## src/rtl/i2c_rd_master.sv

```systemverilog
`timescale 1ns/1ps
module i2c_rd_master #(
  parameter int DIVW = 8
) (
  input  logic            clk,
  input  logic            rst_n,
  input  logic            cmd_start,
  input  logic            cmd_stop,
  input  logic [6:0]      dev_addr,
  input  logic [DIVW-1:0] clk_div,
  input  logic            rd_strobe,
  output logic [7:0]      rx_data,
  output logic            rx_ready,
  output logic            nack_flag,
  output logic            xfer_done,
  input  logic            sda_in,
  output logic            scl_oe,
  output logic            sda_oe
);

  typedef enum logic [2:0] {
    S_IDLE  = 3'd0,
    S_START = 3'd1,
    S_ABIT  = 3'd2,
    S_AACK  = 3'd3,
    S_RBIT  = 3'd4,
    S_LOAD  = 3'd5,
    S_DACK  = 3'd6,
    S_STOP  = 3'd7
  } st_t;

  st_t            st;
  logic [DIVW-1:0] cnt;
  logic [1:0]     ph;
  logic [2:0]     bitn;
  logic [7:0]     sh;
  logic           stop_pend;
  logic           ack_lo;
  logic           a_nack;

  wire running = (st != S_IDLE) && (st != S_LOAD);
  wire tick    = running && (cnt == clk_div);
  wire smp     = tick && (ph == 2'd1);
  wire last_ph = tick && (ph == 2'd3);
  wire bit_lo  = (ph == 2'd0) || (ph == 2'd3);

  always_ff @(posedge clk or negedge rst_n) begin
    if (!rst_n) begin
      cnt <= '0;
      ph  <= 2'd0;
    end else if (!running || tick) begin
      cnt <= '0;
      ph  <= running ? ph + 2'd1 : 2'd0;
    end else begin
      cnt <= cnt + DIVW'(1);
    end
  end

  always_ff @(posedge clk or negedge rst_n) begin
    if (!rst_n) begin
      st        <= S_IDLE;
      bitn      <= 3'd0;
      sh        <= 8'd0;
      stop_pend <= 1'b0;
      ack_lo    <= 1'b0;
      a_nack    <= 1'b0;
      rx_data   <= 8'd0;
      rx_ready  <= 1'b0;
      nack_flag <= 1'b0;
      xfer_done <= 1'b1;
    end else begin
      if (rd_strobe) rx_ready <= 1'b0;
      if (cmd_stop && st != S_IDLE) stop_pend <= 1'b1;
      case (st)
        S_IDLE: if (cmd_start) begin
          st        <= S_START;
          sh        <= {dev_addr, 1'b1};
          bitn      <= 3'd0;
          stop_pend <= cmd_stop;
          nack_flag <= 1'b0;
          xfer_done <= 1'b0;
        end
        S_START: if (last_ph) st <= S_ABIT;
        S_ABIT: if (last_ph) begin
          sh   <= {sh[6:0], 1'b0};
          bitn <= bitn + 3'd1;
          if (bitn == 3'd7) st <= S_AACK;
        end
        S_AACK: begin
          if (smp) a_nack <= sda_in;
          if (last_ph) begin
            if (a_nack) begin
              nack_flag <= 1'b1;
              st        <= S_STOP;
            end else begin
              st <= S_RBIT;
            end
          end
        end
        S_RBIT: begin
          if (smp) sh <= {sh[6:0], sda_in};
          if (last_ph) begin
            bitn <= bitn + 3'd1;
            if (bitn == 3'd7) st <= S_LOAD;
          end
        end
        S_LOAD: if (!rx_ready) begin
          rx_data  <= sh;
          rx_ready <= 1'b1;
          ack_lo   <= !(stop_pend || cmd_stop);
          st       <= S_DACK;
        end
        S_DACK: if (last_ph) st <= ack_lo ? S_RBIT : S_STOP;
        S_STOP: if (last_ph) begin
          st        <= S_IDLE;
          xfer_done <= 1'b1;
        end
        default: st <= S_IDLE;
      endcase
    end
  end

  always_comb begin
    scl_oe = 1'b0;
    sda_oe = 1'b0;
    case (st)
      S_START: begin
        scl_oe = (ph == 2'd3);
        sda_oe = (ph != 2'd0);
      end
      S_ABIT: begin
        scl_oe = bit_lo;
        sda_oe = !sh[7];
      end
      S_AACK, S_RBIT: scl_oe = bit_lo;
      S_LOAD: scl_oe = 1'b1;
      S_DACK: begin
        scl_oe = bit_lo;
        sda_oe = ack_lo;
      end
      S_STOP: begin
        scl_oe = (ph == 2'd0);
        sda_oe = (ph < 2'd2);
      end
      default: ;
    endcase
  end

endmodule

```

## config.mk

```make
export PLATFORM = sky130hd
export DESIGN_NAME = i2c_rd_master
export DESIGN_NICKNAME = d
export VERILOG_FILES = /design/src/rtl/i2c_rd_master.sv
export SDC_FILE = /design/constraint.sdc
export NUM_CORES = 1
export LEC_CHECK = 0
export BUFFER_PORTS_ARGS = -buffer_cell sky130_fd_sc_hd__buf_2
export CORE_AREA = 2 2 68 70
export CTS_BUF_LIST = sky130_fd_sc_hd__clkbuf_4 sky130_fd_sc_hd__clkbuf_8
export CTS_CLUSTER_SIZE = 24
export DETAILED_ROUTE_END_ITERATION = 8
export DIE_AREA = 0 0 70 72
export PLACE_DENSITY = 0.77
export SKIP_LAST_GASP = 1
export SYNTH_ARGS = -nofsm -noshare
export SYNTH_HDL_FRONTEND = slang
export SYNTH_SLANG_ARGS = --single-unit
```

## constraint.sdc

```tcl
create_clock -name clk -period 3.55 [get_ports clk]
set_input_delay 0.71 -clock clk [delete_from_list [all_inputs] [get_ports clk]]
set_output_delay 0.71 -clock clk [all_outputs]
set_load 0.02 [all_outputs]
```

### Word level (Yosys, flattened, before mapping)

Cells that the tools add are included.

* add/sub/neg operators: 3
* $lt $le $gt $ge: 1
* equal/unequal tests: 25
* multiplexer cells: 36
* bitwise gates (word level): 1
* reduce and logical (&&, ||, !) cells: 28

Operators by type and width (count)
* 3-bit two-way mux: 12
* 8-bit two-way mux: 4
* 2-bit inequality test, second input constant: 12
* 3-bit case mux with 8 select lines: 1
* 8-bit case mux with 3 select lines: 1
* 3-bit equality test, second input constant: 5
* 1-bit two-way mux: 10
* 10-bit AND reduction: 1
* 8-bit by 1-bit adder with 8-bit output, second input constant: 1
* 8-bit equality test: 1
* 1-bit case mux with 4 select lines: 2
* 4-bit AND reduction: 2
* 2-bit nonzero test: 4
* 3-bit by 2-bit equality test with 1-bit output, second input constant: 2
* 2-bit two-way mux: 3
* 3-bit case mux with 2 select lines: 1
* 3-bit AND reduction: 2
* 3-bit nonzero test: 2
* 1-bit logical AND: 5
* 1-bit case mux with 2 select lines: 2
* 2-bit AND reduction: 2
* 4-bit OR reduction: 1
* 3-bit by 1-bit adder with 3-bit output, second input constant: 1
* 3-bit by 1-bit equality test with 1-bit output, second input constant: 1
* 12 further kinds: 16

* bits in registers: 38
* input bits: 21
* output and inout bits: 13
* word-level logic and storage cells: 106

### Longest topological paths before layout

Gate-level depths: netlist of run 1.

* depth in word-level cells: 6
* gate-level depth with buffers: 7
* depth with buffers taken out: 6

### Least setup slack after synthesis of run 1

Ideal clock, no wire load.

* path type: input to register
* start: input port clk_div[2]
* end: register sh[0]
* setup time: 0.125 ns
* arrival: 2.167 ns
* required time: 3.425 ns
* setup slack: 1.258 ns
* stages: 5
* path buffers: 0
* path through: xor2_1 > nor4_4 > nand4b_4 > a32oi_4 > mux2_2

* cells in the longest elaborated chain, start to end: 5
* elaborated cells between the ends (all ways): 7
* those cells by class: eq/ne (3); reduce/logical (4)

Ends and longest elaborated chain
* from (decl): RTL line 10 `input logic [DIVW-1:0] clk_div,`
* 8-bit equality test *: RTL line 42 `wire tick = running && (cnt == clk_div);`
* 1-bit logical AND *: RTL line 42
* 1-bit logical AND, on equally long branches: RTL line 43, 44
* 2-bit inequality test (no source line)
* 4-bit AND reduction (no source line) *
* to (signal assigned): RTL line 77 `sh <= {dev_addr, 1'b1};`
* to (signal assigned): RTL line 85 `sh <= {sh[6:0], 1'b0};`
* to (signal assigned): RTL line 101 `if (smp) sh <= {sh[6:0], sda_in};`
* to (decl): RTL line 36 `logic [7:0] sh;`

Every way passes the cells marked *; elsewhere a longest branch is shown, timed or not.
A chain may end at the register's enable or synchronous reset.

### Final worst setup path of run 1

* start: register st[1]
* end: output port scl_oe

* cells in the longest elaborated chain, start to end: 3
* elaborated cells between the ends (all ways): 9
* those cells by class: eq/ne (7); mux (1); reduce/logical (1)

Ends and longest elaborated chain
* from (decl): RTL line 32 `st_t st;`
* from (signal assigned): RTL line 113 `S_DACK: if (last_ph) st <= ack_lo ? S_RBIT : S_STOP;`
* 3-bit equality test / 3-bit by 2-bit equality test with 1-bit output (equally long branches): RTL line 126 `case (st)`
* 4-bit OR reduction (no source line)
* 1-bit case mux with 4 select lines *: RTL line 126
* to (decl): RTL line 17 `output logic scl_oe,`

Marks and branches as above.

==> parameters.txt, run 1 <==
Parameter                              Value

Clocking
  TritonCTS clock tree ... done
  CTS Buf Count ... 5
  Post-cts gate resize count ... 0
  Root Driver ... sky130_fd_sc_hd__clkbuf_8
  Total of hold buffers inserted after clock tree synthesis ... 0
  Buffers inserted by post-CTS timing repair ... 0
  Source-to-sink clock delay at the later pin of the worst-skew pair ... 0.29 ns
  Level count of the clock H-tree ... 2
  Clk sinks ... 38
  Maximum buffer depth of the clock tree ... 2
  Worst-path clk slew ... 0.08 ns

Floorplanning
  Initial core utilization ... 49.4%
  Core Region ... 4260 um2
  X dimension of the die ... 70 um
  Die area ... 5040 um2
  Die Span Y ... 72 um
  Floorplan row count ... 24
  I/O pin total ... 34

Placed design
  Placer congestion estimate ... 0.773
  Post-detailed-placement half-perimeter wirelength ... 2830 um
  Port Buffer Count ... 33
  Placed cell area ... 2300 um2

Synthesis
  Register bit total from synthesis ... 38
  Mapped Avg Cell Area ... 10.8 um2
  Post-synth top area share ... 44.0%
  Most common cell in the netlist ... sky130_fd_sc_hd__dfrtp_1
  Cell accounting for the most synthesized area ... sky130_fd_sc_hd__dfrtp_1
  Warnings, synthesis ... 0
  Post-synthesis async set-or-reset flop share ... 100%
  Flip-flop cell with the highest count after synthesis ... sky130_fd_sc_hd__dfrtp_1
  Share of synthesized area occupied by flip-flops and latches ... 45.2%
  Cell area after synthesis ... 2100 um2
  Synth unique cells ... 38
  Top cells by instance count after synthesis ... sky130_fd_sc_hd__dfrtp_1, sky130_fd_sc_hd__mux2_2, sky130_fd_sc_hd__nor2_1
  Post-synth net total ... 221
  Cell count after synthesis ... 194
  Main area contributors after synthesis ... sky130_fd_sc_hd__dfrtp_1, sky130_fd_sc_hd__mux2_2, sky130_fd_sc_hd__xor2_1
  Post-synth EDFFs ... 0

Timing
  Slew HR ... 43.2%
  Post-route clock period utilization ... 73.5%
  Setup repair after global routing missed its margin ... false
  Number of setup violations in the final report ... 0
  Sum of negative setup slack ... 0 ns
  Tightest Pin Transition ... 0.848 ns
  Time the final worst path needs with I/O delays and setup ... 2.61 ns
  Hold Slack ... 0.506 ns
  Layout Skew ... 0.00411 ns
  Peak Freq ... 0.383 GHz
  Max Transition Viols Final ... 0
  Final hold vios ... 0

Final layout
  Area growth, synth to finish ... 16.1%
  Number of diodes added for antenna fixing ... 0
  Share of post-route cells with drive strength above 1 ... 32.2%
  Final standard cell area without fillers ... 2440 um2
  Utilization after layout ... 57.3%
  Final-stage net count ... 253

Hold path
  Worst hold path endpoint ... rx_data[3]$_DFFE_PN0P_
  Number of cells on the worst hold path ... 1
  Path class of the lowest-slack min-delay path ... reg2reg
  Startpoint of the most critical hold path ... rx_data[3]$_DFFE_PN0P_

Setup path
  Kind of cell adding the most delay to the critical path ... flip-flops
  Critical-path maximum fanout ... 20
  Critical path launch point type ... register
  R2R Setup Slk ... 1.19 ns
  Worst r2r path cells ... 5
  Required time worst endpoint ... 2.84 ns
  Endpoint arrival time on the critical path ... 1.90 ns
  Endpoint of the most critical register-to-register path ... sh[0]$_DFFE_PN0P_
  Startpoint of the lowest-slack register-to-register path ... st[2]$_DFFE_PN0P_
  Slowest cell on the critical path ... sky130_fd_sc_hd__dfrtp_1
  Cells along the critical path ... nor2b_1 -> nor2_1 -> o22ai_1 -> buf_2
  Largest stage delay on the critical path ... 0.71 ns
  Critical path buffers and inverters ... 1
  Class of the most critical setup path ... reg2out
  CP endpoint kind ... output port

Detailed routing
  Routed length per placed instance ... 14.2 um
  Routed WL ... 3950 um
  Initial DRT Pass Iterations ... 4
  Routed vias ... 1544
  Vias per Instance ... 5.53
  Post-detailed-route DRC marker count ... 0
  Starting DRT DRC Count ... 100
  Routed Antenna Nets ... 0

Power
  Worst VDD drop ... 480 uV
  Power Dens Cells ... 634 nW/um2
  Static power due to leakage ... 1.22 nW
  Total chip power ... 0.00155 W

Status
  Result of the run ... completed

Global route
  Maximum number of pins on one net before global-route repair ... 39
  Number of antenna violations at the first check in global routing ... 0
  Total grt overflow ... 0
  Overall global routing resource usage ... 16.4%
  Global-route wire length before repair ... 6620 um
  Vias in the first global route ... 1498

Flow run
  Max-cap violations ... 0
-- cell usage in the layout (no fill, tap or decap), types with 2 or more instances in the layout --
master / n
sky130_fd_sc_hd__and3_1: 2
sky130_fd_sc_hd__nand3_1: 9
sky130_fd_sc_hd__o21bai_1: 2
sky130_fd_sc_hd__nand2_1: 10
sky130_fd_sc_hd__mux2_2: 23
sky130_fd_sc_hd__ha_1: 6
sky130_fd_sc_hd__xor2_1: 13
sky130_fd_sc_hd__nand2b_1: 3
sky130_fd_sc_hd__mux2i_1: 7
sky130_fd_sc_hd__dfrtp_1: 37
sky130_fd_sc_hd__nor2_1: 17
sky130_fd_sc_hd__or2_2: 2
sky130_fd_sc_hd__bufinv_16: 2
sky130_fd_sc_hd__inv_1: 9
sky130_fd_sc_hd__mux2_1: 2
sky130_fd_sc_hd__xnor2_1: 3
sky130_fd_sc_hd__nor2b_1: 2
sky130_fd_sc_hd__nor4_4: 2
sky130_fd_sc_hd__clkbuf_8: 5
sky130_fd_sc_hd__nand4_1: 2
sky130_fd_sc_hd__buf_2: 33
sky130_fd_sc_hd__o21ai_0: 8
sky130_fd_sc_hd__a21oi_1: 8
sky130_fd_sc_hd__a31oi_1: 2
sky130_fd_sc_hd__nor3_1: 3
-- power breakdown --
| group | internal [W] | switching [W] |
|---|---|---|
| logic | 0.000208 | 0.000243 |
| clock network | 0.000281 | 0.000156 |
| registers | 0.000535 | 0.000126 |
| total | 0.00102 | 0.000525 |
-- per-stage QoR --
step | worst slack, ns | std cells
2_1_floorplan | 1.26 | 194
3_3_place_gp | 1.03 | 271
3_5_place_dp | 0.992 | 271
4_1_cts | 0.968 | 279
5_1_grt | 0.836 | 279
6_report | 0.940 | 279
-- how the worst max path moves through the flow --
stage / start / to / slack (ns) / cells past startpoint
2_1_floorplan: clk_div[2] / sh[0]$_DFFE_PN0P_ / 1.26 / 5
3_3_place_gp: clk_div[2] / sh[1]$_DFFE_PN0P_ / 1.03 / 6
3_5_place_dp: clk_div[2] / sh[5]$_DFFE_PN0P_ / 0.99 / 6
4_1_cts: st[1]$_DFFE_PN0P_ / scl_oe / 0.97 / 4
5_1_grt: st[1]$_DFFE_PN0P_ / scl_oe / 0.84 / 4
6_report: st[1]$_DFFE_PN0P_ / scl_oe / 0.94 / 4
-- flip-flops by register name (all words and copies together), names as in the netlist --
register   count
a_nack         1
ack_lo         1
bitn           3
cnt            8
nack_flag      1
ph             2
rx_data        8
rx_ready       1
sh             8
st             3
stop_pend      1
xfer_done      1
-- kinds of logic after synthesis --
family | after synthesis | synth area share (%)
and+or+nand+nor | 56 | 15.2
DFF | 38 | 45.2
muxes | 32 | 16.7
AOI/OAI and AO/OA | 28 | 9.22
buffers and inverters | 18 | 3.39
xor gates and xnor gates | 16 | 6.66
adders and majority gates | 6 | 3.57
-- metal layers --
metal,vias up,routed length [um],track usage (%)
met1,756,1810,21.1
met2,41,1930,28.4
met4,0,36,3.85
li1,743,-,-
met3,4,175,3.75
met5,-,0,0
-- layout make-up --
cell class / instances / area (um2)
fill: 368 / 1820
multi-input combinational: 138 / 1080
sequential: 38 / 952
timing repair buffer: 34 / 173
clock buffer: 5 / 68.8
clock inverter: 3 / 68.8
tap: 52 / 65.1
inverter: 9 / 33.8
Power figures use the tool's default switching activity.
==> run 2: changes to the inputs <==
--- a/config.mk
+++ b/config.mk
@@ -11,7 +11,7 @@
 export CTS_CLUSTER_SIZE = 24
 export DETAILED_ROUTE_END_ITERATION = 8
 export DIE_AREA = 0 0 70 72
-export PLACE_DENSITY = 0.77
+export PLACE_DENSITY = 0.8
 export SKIP_LAST_GASP = 1
 export SYNTH_ARGS = -nofsm -noshare
 export SYNTH_HDL_FRONTEND = slang
==> constraint.sdc (replaced) <==
create_clock -name clk -period 2.3 [get_ports clk]
set_input_delay 0.46 -clock clk [delete_from_list [all_inputs] [get_ports clk]]
set_output_delay 0.46 -clock clk [all_outputs]
set_load 0.02 [all_outputs]
==> parameters.txt, run 2 (synthesis results as in run 1) <==
Parameter                              Value

Timing
  Layout Skew ... 0.00618 ns
  Max Transition Viols Final ... 0
  Setup repair after global routing missed its margin ... false
  Number of setup violations in the final report ... 0
  Tightest Pin Transition ... 0.862 ns
  Peak Freq ... 0.471 GHz
  Sum of negative setup slack ... 0 ns
  Final hold vios ... 0
  Slew HR ... 42.5%
  Hold Slack ... 0.280 ns
  Time the final worst path needs with I/O delays and setup ... 2.12 ns
  Worst-case setup margin in the final layout ... 0.176 ns
  Post-route clock period utilization ... 92.3%

Detailed routing
  Routed Antenna Nets ... 0
  Routed length per placed instance ... 14.2 um
  Routed vias ... 1510
  Starting DRT DRC Count ... 87
  Initial DRT Pass Iterations ... 4
  Post-detailed-route DRC marker count ... 0
  Vias per Instance ... 5.28
  Routed WL ... 4050 um

Placed design
  Placement-stage worst setup slack ... 0.0302 ns
  Port Buffer Count ... 33
  Post-detailed-placement half-perimeter wirelength ... 3010 um
  Placed Cells ... 278
  Placer congestion estimate ... 0.854

Hold path
  Path class of the lowest-slack min-delay path ... in2async

Setup path
  R2R Setup Slk ... 0.18 ns
  Critical path origin ... cnt[2]$_DFF_PN0_
  Kind of cell adding the most delay to the critical path ... simple AND/OR/NAND/NOR gates
  Cells along the critical path ... xor2_1 -> nor4_4 -> nand4b_4 -> a32oi_4 -> mux2_2
  Required time worst endpoint ... 2.48 ns
  Startpoint of the lowest-slack register-to-register path ... cnt[2]$_DFF_PN0_
  Critical path buffers and inverters ... 0
  Class of the most critical setup path ... reg2reg
  Slowest cell on the critical path ... sky130_fd_sc_hd__dfrtp_1
  Critical path launch point type ... register
  Endpoint arrival time on the critical path ... 2.30 ns
  Largest stage delay on the critical path ... 0.44 ns
  Critical-path maximum fanout ... 8
  CP endpoint kind ... register

Final layout
  Number of standard cells in the layout, taps in and fillers out ... 286
  Area growth, synth to finish ... 16.5%
  Share of post-route cells with drive strength above 1 ... 34.2%
  Utilization after layout ... 57.5%
  Final-stage net count ... 260
  Number of diodes added for antenna fixing ... 0
  Most frequent standard cell in the layout excluding fill and tap cells ... sky130_fd_sc_hd__dfrtp_1
  Largest regs ... cnt: 8 flops, rx_data: 8 flops, sh: 8 flops
  Most used cells in the layout excluding fill and tap cells ... sky130_fd_sc_hd__dfrtp_1, sky130_fd_sc_hd__buf_2, sky130_fd_sc_hd__mux2_2

Floorplanning
  Core Region ... 4260 um2
  Die Span Y ... 72 um
  Die area ... 5040 um2
  Initial core utilization ... 49.4%
  X dimension of the die ... 70 um
  Floorplan row count ... 24
  I/O pin total ... 34

Clocking
  Source-to-sink clock delay at the later pin of the worst-skew pair ... 0.29 ns
  TritonCTS clock tree ... done
  Buffers inserted by post-CTS timing repair ... 0
  Clk sinks ... 38
  Post-cts gate resize count ... 0
  Level count of the clock H-tree ... 2
  Root Driver ... sky130_fd_sc_hd__clkbuf_8
  Total of hold buffers inserted after clock tree synthesis ... 0
  Worst-path clk slew ... 0.08 ns
  Maximum buffer depth of the clock tree ... 2
  CTS Buf Count ... 5

Power
  Static power due to leakage ... 1.23 nW
  Worst VDD drop ... 578 uV
  Power Dens Cells ... 901 nW/um2

Flow run
  Max-cap violations ... 0

Global route
  Overall global routing resource usage ... 17.0%
  Number of antenna violations at the first check in global routing ... 0
  Vias in the first global route ... 1449
  Total grt overflow ... 0
  Global-route wire length before repair ... 6830 um
  Maximum number of pins on one net before global-route repair ... 39

Status
  Result of the run ... completed
==> run 2: cell type report <==
class / instances / area [um2]
fillers: 384 / 1810
multi-input cells: 138 / 1080
flip-flops and latches: 38 / 952
repair buffers: 41 / 225
clock buffers: 6 / 82.6
well taps: 52 / 65.1
inverters: 9 / 33.8
clock inverters: 2 / 12.5
==> run 2: layer usage <==
metal / global-route usage [%] / vias to the layer above / share of wire (%)
met2: 28.6 / 36 / 48
met4: 3.85 / 0 / 0.89
met1: 22.7 / 721 / 46
met5: 0 / - / 0
li1: - / 749 / -
met3: 4.03 / 4 / 4.3
==> run 2: path summary, 6_finish.rpt <==
kind	to	depth (start not counted)
setup reg to reg	sh[4]$_DFFE_PN0P_	5
max in group asynchronous	st[0]$_DFFE_PN0P_	1
hold / removal	rx_data[4]$_DFFE_PN0P_	1
setup / recovery	sh[4]$_DFFE_PN0P_	5
min in group clk	a_nack$_DFFE_PN0P_	2
hold reg to reg	rx_data[7]$_DFFE_PN0P_	1
==> run 2: power by group <==
part	switching (W)	internal [W]
Sequential	0.000176	0.000826
Clock	0.000233	0.000241
Combinational	0.000396	0.000339
==> run 2: metrics by stage <==
step                      cell area (um2)  total power [W]
final                                2450          0.00221
after global routing                 2450          0.00237
after CTS                            2450          0.00224
after detailed placement             2360          0.00176
after global placement               2360          0.00172
after floorplan                      2100          0.00154
==> run 3: changes to the inputs <==
--- a/config.mk
+++ b/config.mk
@@ -6,12 +6,14 @@
 export NUM_CORES = 1
 export LEC_CHECK = 0
 export BUFFER_PORTS_ARGS = -buffer_cell sky130_fd_sc_hd__buf_2
-export CORE_AREA = 2 2 68 70
+export CELL_PAD_IN_SITES_DETAIL_PLACEMENT = 1
+export CELL_PAD_IN_SITES_GLOBAL_PLACEMENT = 2
+export CORE_AREA = 2 2 82 84
 export CTS_BUF_LIST = sky130_fd_sc_hd__clkbuf_4 sky130_fd_sc_hd__clkbuf_8
 export CTS_CLUSTER_SIZE = 24
 export DETAILED_ROUTE_END_ITERATION = 8
-export DIE_AREA = 0 0 70 72
-export PLACE_DENSITY = 0.8
+export DIE_AREA = 0 0 84 86
+export PLACE_DENSITY = 0.82
 export SKIP_LAST_GASP = 1
 export SYNTH_ARGS = -nofsm -noshare
 export SYNTH_HDL_FRONTEND = slang
==> parameters.txt, run 3 (synthesis results as in run 1) <==
Parameter                              Value

Hold path
  Path class of the lowest-slack min-delay path ... in2async

Timing
  Tightest Pin Transition ... 0.884 ns
  Layout Skew ... 0.00572 ns
  Post-route clock period utilization ... 94.8%
  Peak Freq ... 0.458 GHz
  Slew HR ... 41.1%
  Number of setup violations in the final report ... 0
  Setup repair after global routing missed its margin ... false
  Worst-case setup margin in the final layout ... 0.119 ns
  Time the final worst path needs with I/O delays and setup ... 2.18 ns
  Max Transition Viols Final ... 0
  Final hold vios ... 0

Power
  Static power due to leakage ... 1.23 nW
  Power Dens Cells ... 887 nW/um2
  Total chip power ... 0.00220 W
  Worst VDD drop ... 408 uV

Clocking
  Root Driver ... sky130_fd_sc_hd__clkbuf_8
  Level count of the clock H-tree ... 2
  Total of hold buffers inserted after clock tree synthesis ... 0
  Clk sinks ... 38
  Worst-path clk slew ... 0.07 ns
  Post-cts gate resize count ... 0
  Buffers inserted by post-CTS timing repair ... 0
  CTS Buf Count ... 5
  Maximum buffer depth of the clock tree ... 2
  Source-to-sink clock delay at the later pin of the worst-skew pair ... 0.29 ns
  TritonCTS clock tree ... done

Setup path
  Class of the most critical setup path ... reg2reg
  Slowest cell on the critical path ... sky130_fd_sc_hd__dfrtp_1
  Critical-path maximum fanout ... 8
  Largest stage delay on the critical path ... 0.45 ns
  Critical path launch point type ... register
  Critical path buffers and inverters ... 0
  Endpoint arrival time on the critical path ... 2.35 ns
  Kind of cell adding the most delay to the critical path ... simple AND/OR/NAND/NOR gates
  Cells along the critical path ... xor2_1 -> nor4_4 -> nand4b_4 -> a32oi_4 -> mux2_2
  CP endpoint kind ... register
  Required time worst endpoint ... 2.47 ns

Placed design
  Placement-stage worst setup slack ... -0.0204 ns
  Placed Cells ... 304
  Placer congestion estimate ... 0.750
  Port Buffer Count ... 33
  Post-detailed-placement half-perimeter wirelength ... 3550 um
  Placed cell area ... 2400 um2

Floorplanning
  I/O pin total ... 34
  X dimension of the die ... 84 um
  Core Region ... 6280 um2
  Initial core utilization ... 33.5%
  Die Span Y ... 86 um
  Floorplan row count ... 29
  Die area ... 7220 um2

Final layout
  Largest regs ... cnt: 8 flops, rx_data: 8 flops, sh: 8 flops
  Final-stage net count ... 261
  Number of standard cells in the layout, taps in and fillers out ... 311
  Share of post-route cells with drive strength above 1 ... 34.6%
  Number of diodes added for antenna fixing ... 0
  Most frequent standard cell in the layout excluding fill and tap cells ... sky130_fd_sc_hd__dfrtp_1
  Area growth, synth to finish ... 17.7%
  Most used cells in the layout excluding fill and tap cells ... sky130_fd_sc_hd__dfrtp_1, sky130_fd_sc_hd__buf_2, sky130_fd_sc_hd__mux2_2
  Final standard cell area without fillers ... 2480 um2

Global route
  Maximum number of pins on one net before global-route repair ... 39
  Overall global routing resource usage ... 14.1%
  Number of antenna violations at the first check in global routing ... 0
  Vias in the first global route ... 1616
  Total grt overflow ... 0
  Global-route wire length before repair ... 8090 um

Detailed routing
  Post-detailed-route DRC marker count ... 0
  Routed WL ... 4780 um
  Starting DRT DRC Count ... 57
  Initial DRT Pass Iterations ... 4
  Routed vias ... 1566
  Routed Antenna Nets ... 0
  Routed length per placed instance ... 15.4 um
  Vias per Instance ... 5.04

Status
  Result of the run ... completed

Flow run
  Max-cap violations ... 0
[run 3: changes by cell type in the layout (fill, tap and decap cells not counted), sizes merged]
cell      previous run  this run
clkinv               1         2
buf                 41        42
clkbuf               6         5
clkinvlp             1         0
[run 3: routing by layer]
layer  vias to the layer above  routed length, um  GRT usage [%]
li1                        758                  -              -
met1                       774               2280           19.4
met2                        28               2280           22.5
met3                         6                160           3.27
met4                         0                 58           3.96
met5                         -                  0              0
[run 3: worst paths after layout]
check | startpoint | to | slack, ns | cells past startpoint
worst max-delay path | cnt[2]$_DFF_PN0_ | sh[2]$_DFFE_PN0P_ | 0.12 | 5
worst min-delay path | rst_n | rx_data[5]$_DFFE_PN0P_ | 0.29 | 1
worst max register to register | cnt[2]$_DFF_PN0_ | sh[2]$_DFFE_PN0P_ | 0.12 | 5
worst min register to register | nack_flag$_DFFE_PN0P_ | nack_flag$_DFFE_PN0P_ | 0.50 | 2
max in group asynchronous | rst_n | st[2]$_DFFE_PN0P_ | 1.41 | 1
min in group clk | sda_in | a_nack$_DFFE_PN0P_ | 0.43 | 2
[run 3: power by group]
part           leakage (nW)  internal (W)  switching [W]
registers             0.465      0.000826       0.000184
clock network        0.0438      0.000204       0.000237
logic                 0.721      0.000340       0.000405
[run 3: cell type report]
cell class / count / area, um2
Inverter: 9 / 33.8
Clock inverter: 2 / 10.0
Multi-Input combinational cell: 138 / 1080
Timing Repair Buffer: 42 / 233
Sequential cell: 38 / 953
Clock buffer: 5 / 68.8
Tap cell: 77 / 96.3
Fill cell: 722 / 3800
[run 3: through the flow]
stage	setup TNS (ns)	hold WS, ns	util [%]
floorplan	0	0.164	-
global placement	0	0.488	38.2
detailed placement	-0.0477	0.489	38.2
CTS	0	0.324	39.4
global route	0	0.343	39.4
finish	0	0.290	39.4
